**src/rtl/bsm_pkg.sv**
```systemverilog
package bsm_pkg;

  typedef struct packed {
    logic hi;
    logic lo;
    logic en;
  } cmd_t;

  typedef struct packed {
    logic sup;
    logic gnd;
  } lvl_t;

  // A phase is judged only when exactly one device is commanded and drive is on.
  function automatic logic phase_checked(cmd_t c);
    return c.en && (c.hi ^ c.lo);
  endfunction

  // Level pair expected for a checked phase: top on -> {sup,gnd}=10, bottom on -> 01.
  function automatic lvl_t expected_level(cmd_t c);
    lvl_t e;
    e.sup = c.hi;
    e.gnd = c.lo;
    return e;
  endfunction

  function automatic logic level_mismatch(cmd_t c, lvl_t l);
    return phase_checked(c) && (l != expected_level(c));
  endfunction

endpackage

```
**src/rtl/bsm_blanker.sv**
```systemverilog
module bsm_blanker
  import bsm_pkg::*;
#(
  parameter int BLANK_CYCLES = 50
) (
  input  logic clk,
  input  logic rst_n,
  input  cmd_t cmd,
  output logic cmd_change,
  output logic blanked
);
  localparam int CW = $clog2(BLANK_CYCLES + 1);
  localparam logic [CW-1:0] FULL = CW'(BLANK_CYCLES);

  cmd_t          cmd_q;
  logic [CW-1:0] cnt_q;

  assign cmd_change = (cmd != cmd_q);
  assign blanked    = cmd_change || (cnt_q != '0);

  always_ff @(posedge clk) begin
    if (!rst_n) begin
      cmd_q <= '0;
      cnt_q <= FULL;
    end else begin
      cmd_q <= cmd;
      if (cmd_change)
        cnt_q <= FULL;
      else if (cnt_q != '0)
        cnt_q <= cnt_q - 1'b1;
    end
  end


  blank_after_change_chk: assert property (@(posedge clk) disable iff (!rst_n)
    cmd_change |=> blanked);


  cnt_range_chk: assert property (@(posedge clk) disable iff (!rst_n)
    cnt_q <= FULL);

endmodule

```
**src/rtl/bsm_compare.sv**
```systemverilog
module bsm_compare
  import bsm_pkg::*;
(
  input  logic clk,
  input  logic rst_n,
  input  cmd_t cmd,
  input  lvl_t lvl,
  output logic mismatch
);
  assign mismatch = level_mismatch(cmd, lvl);


  both_on_unchecked_chk: assert property (@(posedge clk) disable iff (!rst_n)
    (cmd.hi && cmd.lo) |-> !mismatch);


  disabled_unchecked_chk: assert property (@(posedge clk) disable iff (!rst_n)
    !cmd.en |-> !mismatch);

endmodule

```
**src/rtl/bridge_short_monitor.sv**
```systemverilog
module bridge_short_monitor
  import bsm_pkg::*;
#(
  parameter int NUM_PHASES   = 2,
  parameter int BLANK_CYCLES = 50
) (
  input  logic                  clk,
  input  logic                  rst_n,
  input  logic [NUM_PHASES-1:0] gate_hi,
  input  logic [NUM_PHASES-1:0] gate_lo,
  input  logic [NUM_PHASES-1:0] drive_en,
  input  logic [NUM_PHASES-1:0] lvl_sup,
  input  logic [NUM_PHASES-1:0] lvl_gnd,
  output logic                  short_flag
);
  logic [NUM_PHASES-1:0] raw_mismatch;
  logic [NUM_PHASES-1:0] phase_blanked;
  logic [NUM_PHASES-1:0] phase_change;
  logic [NUM_PHASES-1:0] live_fault;

  for (genvar p = 0; p < NUM_PHASES; p++) begin : g_phase
    cmd_t c;
    lvl_t l;
    assign c = '{hi: gate_hi[p], lo: gate_lo[p], en: drive_en[p]};
    assign l = '{sup: lvl_sup[p], gnd: lvl_gnd[p]};

    bsm_blanker #(.BLANK_CYCLES(BLANK_CYCLES)) u_blank (
      .clk        (clk),
      .rst_n      (rst_n),
      .cmd        (c),
      .cmd_change (phase_change[p]),
      .blanked    (phase_blanked[p])
    );

    bsm_compare u_cmp (
      .clk      (clk),
      .rst_n    (rst_n),
      .cmd      (c),
      .lvl      (l),
      .mismatch (raw_mismatch[p])
    );

    assign live_fault[p] = raw_mismatch[p] && !phase_blanked[p];
  end

  always_ff @(posedge clk) begin
    if (!rst_n) short_flag <= 1'b0;
    else        short_flag <= |live_fault;
  end


  flag_needs_mismatch_chk: assert property (@(posedge clk) disable iff (!rst_n)
    $rose(short_flag) |-> $past(|raw_mismatch));


  no_latch_chk: assert property (@(posedge clk) disable iff (!rst_n)
    !(|raw_mismatch) |=> !short_flag);


  change_masks_chk: assert property (@(posedge clk) disable iff (!rst_n)
    (&(phase_change | ~raw_mismatch)) |=> !short_flag);

endmodule

```
**config.mk**
```make
export PLATFORM = sky130hd
export DESIGN_NAME = bridge_short_monitor
export DESIGN_NICKNAME = d
export VERILOG_FILES = /design/src/rtl/bsm_pkg.sv /design/src/rtl/bsm_blanker.sv /design/src/rtl/bsm_compare.sv /design/src/rtl/bridge_short_monitor.sv
export SDC_FILE = /design/constraint.sdc
export NUM_CORES = 1
export LEC_CHECK = 0
export BUFFER_PORTS_ARGS = -buffer_cell sky130_fd_sc_hd__buf_2
export CORE_UTILIZATION = 30
export CTS_BUF_LIST = sky130_fd_sc_hd__clkbuf_2
export DETAILED_ROUTE_END_ITERATION = 10
export GPL_TIMING_DRIVEN = 0
export SLEW_MARGIN = 20
export SYNTH_ARGS = -nofsm -noshare
export SYNTH_HDL_FRONTEND = slang
export SYNTH_SLANG_ARGS = --single-unit
```
**constraint.sdc**
```tcl
create_clock -name clk -period 2.4 [get_ports clk]
set_clock_uncertainty 0.1 [all_clocks]
set_input_delay 0.72 -clock clk [delete_from_list [all_inputs] [get_ports clk]]
set_output_delay 0.72 -clock clk [all_outputs]
set_load 0.05 [all_outputs]
```
== Word level (Yosys, flattened, before mapping) ==
Index checks and enable logic that the tools add are counted.
Storage, ports and cells
  word-level logic and storage cells: 33
  input port bits: 12
  bits in registers: 19
Operators by class
  eq/ne operators: 4
  bitwise logic cells: 3
  reductions and logical operators: 15
  add/subtract/negate cells: 2
Operator list (number)
  6-bit nonzero test: 2
  6-bit by 1-bit subtractor with 6-bit output, second input constant: 2
  1-bit logical AND: 6
  3-bit != test: 2
  2-bit OR reduction: 3
  2-bit != test: 2
  1-bit zero test: 2
  1-bit logical OR: 2
  1-bit XOR: 2
  1-bit inverter: 1

== Logic depth before layout (Yosys ltp) ==
  depth after elaboration: 5
  depth in mapped cells: 5
  mapped depth without buffers: 5

== Modules after synthesis ==
From an unflattened synthesis, not the netlist that was laid out.
Second synthesis, totals
  cell total of the unflattened synthesis: 104
  area total of the unflattened synthesis: 967.2 um^2
Modules (own cells, without submodules)
  bsm_blanker: instances 2, cells each 45, area each 424.2 um^2, sequential area each 180.2 um^2
  bsm_compare: instances 2, cells each 5, area each 37.5 um^2, sequential area each 0.0 um^2
  bridge_short_monitor: instances 1, cells each 4, area each 43.8 um^2, sequential area each 20.0 um^2

== Worst setup path after synthesis ==
OpenSTA, ideal clock, no wires.
  kind: register to register
  start point: register g_phase[1].u_blank.cnt_q[2]
  end point: register g_phase[1].u_blank.cnt_q[1]
  arrival time: 1371 ps
  clock period less this slack: 1539 ps
  stages on the path, launching flop included: 5
  slack: 861 ps
  buffers on the path: 0
  cells stage by stage: dfxtp_1 -> or3_4 -> or3b_4 -> and2_4 -> o21ai_1
On the way
  cells in the longest elaborated chain, start to end: 1
RTL lines
  start, declared: RTL line bsm_blanker.sv:16  | logic [CW-1:0] cnt_q;
  start signal, assigned: RTL line bsm_blanker.sv:30  | cnt_q <= cnt_q - 1'b1;
  6-bit nonzero test: RTL line bsm_blanker.sv:29  | else if (cnt_q != '0)
Every way passes these cells.
A chain may end at the register's enable or synchronous reset.

== Final worst setup path ==
  start point: register short_flag
  end point: output port short_flag
RTL lines
  start, declared: RTL line bridge_short_monitor.sv:14  | output logic short_flag
  start signal, assigned: RTL line bridge_short_monitor.sv:48  | else short_flag <= |live_fault;
No word-level cell between the ends.

==> metrics.yaml <==
status:
  status: "finished clean"
yosys:
  synth_top_area_share_pct: 41.9
  yosys_warnings: 0
  syn_area_um2: 907
  synth_nets: 118
  synthCells: 102
  ys_ff_latch: 19
  netlist-cell-type-count: 30
  synth_fa_ha_area_share_pct: 5.52
  synth_compound_area_share_pct: 8.55
  synth-simple-area-share_pct: 26.8
  synth_top_family_by_area: "simple AND/OR/NAND/NOR gates"
  avgSynthCellArea_um2: 8.89
  yosysSeqAreaShare_pct: 41.9
  synthMuxAreaShare_pct: 2.34
  yosys-top-cells-area: "dfxtp_1, xnor2_1, ha_1"
  synth_xor_area_share_pct: 11.6
  yosys.area.top_type: "dfxtp_1"
clock_network:
  clkTransAtPathRegs_ps: 170
  insertion_delay_ps: 310
  cts_inserted_buffers: 3
  cts_max_path_buffers: 2
  clock-sinks: 19
  postCtsResizedCells: 0
  htreeDepth: 1
  post-cts-setup-buffers: 0
  cts_root_buf: "clkbuf_2"
  cts_tree: "yes"
  postCtsHoldBufs: 0
global_route:
  busiest_layer: "met2"
  met2_usage_pct: 18.5
  grt_pass1_wl_um: 2740
  antenna_found_initial: 0
  grt_overflow: 0
  grt_max_degree: 11
  track_usage_pct: 11.2
  grt_use_met3_pct: 4.76
  grt_pass1_vias: 690
  grt.met1_usage_pct: 12.4
floorplanning:
  dieWidth_um: 57.0
  die_y_um: 57.0
  rows: 19
  core_um2: 2810
  start_util_pct: 32.3
  die_area_um2: 3250
  ios: 13
layout:
  fin_util_pct: 36.6
  fin_nets: 135
  n_antenna_cell: 0
  area_growth_pct: 13.1
  fill_cells: 296
  regArea_um2: 380
  drive_gt1_share_pct: 16.9
  multi_input_area_um2: 497
power_and_ir_drop:
  switching_power_mw: 0.128
  vdd_drop_max_uv: 361
  p_sw_share_pct: 24.1
  p_comb_share_pct: 11.0
  internal-power_mw: 0.401
  power_frac_seq_pct: 62.5
  power.density_nw_per_um2: 516
  p_leak_nw: 0.402
  p_clk_share_pct: 26.5
timing:
  tightest_slew_ps: 365
  clock.fmax_mhz: 573
  tns_ps: 0
  slew_headroom_pct: 75.6
  hold_viol: 0
  slew_viol_final: 0
  final-setup-viol-count: 0
  rsz0062_at_grt: "false"
  min_period_ps: 1740
  period_share_pct: 72.7
placed_design:
  port_buffers: 12
  gp_congestion: 0.775
  hpwl_um: 1170
critical_path:
  start_kind: "register"
  arrival_ps: 920
  slowest_delay_ps: 360
  critPathSlowestCell: "dfxtp_1"
  rr_worst_depth: 4
  r2r_start: "g_phase[1].u_blank.cnt_q[2]"
  critPathLaunch: "short_flag"
  cp_max_fo: 1
  cp_num_cells: 1
  cp_top_family: "flip-flops"
  end_kind: "primary output"
  critical_path_buf_inv_count: 1
  cp_cell_sequence: "buf_2"
  crit_type: "reg2out"
  worst_ep_required_time_ps: 1580
route:
  routed_wirelength_um: 1510
  vias_per_cell: 4.63
  vias: 690
  drcViolationCount: 0
  drtPass1Iterations: 4
  wire_per_inst_um: 10.2
  drt-initial-drc-count: 14
  postRouteAntennaNets: 0
worst_hold_path:
  min_path_cells: 2
  min-delay-start: "g_phase[1].u_blank.cnt_q[1]"
  holdCritPathClass: "reg2reg"
job:
  maxCapViolCount: 0
-- cells by family after synthesis --
kind of cell | after synthesis
AO/OA/AOI/OAI | 13
XOR/XNOR | 12
flip-flops | 19
AND/OR/NAND/NOR | 44
buffers and inverters | 8
adder cells (fa/ha/maj) | 4
multiplexers | 2
-- layout by cell type, fill, tap and decap left out, types with 2 or more instances in the layout --
cell type / n
nand2_1: 5
nor3_1: 4
dfxtp_1: 19
o21ai_0: 5
buf_2: 12
o21a_1: 2
clkbuf_2: 4
a21oi_1: 2
and2_1: 6
and4_1: 2
nor2b_1: 2
xor2_1: 2
xnor2_1: 10
nand3_1: 2
ha_1: 4
nand2b_1: 2
nor2_1: 13
inv_1: 8
-- routing by layer --
layer | vias to the layer above | wire length (µm)
met4 | 0 | 27
met3 | 4 | 62
met5 | - | 0
met1 | 309 | 704
met2 | 9 | 719
li1 | 368 | -
-- per-stage QoR --
step,total power [mW],setup slack (ps),cells,hold slack [ps],instance area (µm²)
final,0.529,656,149,467,1030
after global routing,0.560,590,149,500,1030
after CTS,0.540,635,149,468,1030
after detailed placement,0.396,617,145,434,1010
after global placement,0.394,652,145,422,1010
after floorplan,0.376,861,102,390,907
-- Yosys cell counts --
cell type  number
o21ai_0         5
and3_1          1
mux2i_1         1
o21ai_1         1
ha_1            4
o22ai_1         1
dfxtp_1        19
nand2_1         5
nor2_1         13
nand3_1         2
and2_0          1
o21a_1          2
nor3_1          4
or3_4           1
a21oi_1         2
a21o_1          1
and2_4          1
xor2_1          2
nand4_1         1
nor3b_1         1
and2_1          6
or3b_4          1
nand2b_1        2
and4_1          2
o2111ai_1       1
xnor2_1        10
nand3b_1        1
nor2b_1         2
inv_1           8
mux2_2          1
-- registers in the layout (all words and copies together) (netlist names) --
name,count
g_phase.u_blank.cnt_q,12
short_flag,1
g_phase.u_blank.cmd_q,6
-- layout make-up --
cell class / count / area share [%]
multi-input combinational: 75 / 48.4
sequential: 19 / 37.1
timing repair buffer: 12 / 5.85
tap: 31 / 3.78
inverter: 8 / 2.93
clock buffer: 4 / 1.95
-- power groups by stage --
stage	logic (mW)	registers [mW]	clock network (mW)
2_1_floorplan	0.0393	0.336	0
3_3_place_gp	0.0571	0.337	0
3_5_place_dp	0.0585	0.338	0
4_1_cts	0.0590	0.331	0.150
5_1_grt	0.0665	0.332	0.161
6_report	0.0580	0.331	0.140
-- final timing paths --
path | to | slack, ps
worst max register to register | g_phase[1].u_blank.cnt_q[1] | 760
worst min-delay path | g_phase[1].u_blank.cnt_q[1] | 470
worst max-delay path | short_flag | 660
worst min register to register | g_phase[1].u_blank.cnt_q[1] | 470
(Power assumes the default switching activity.)
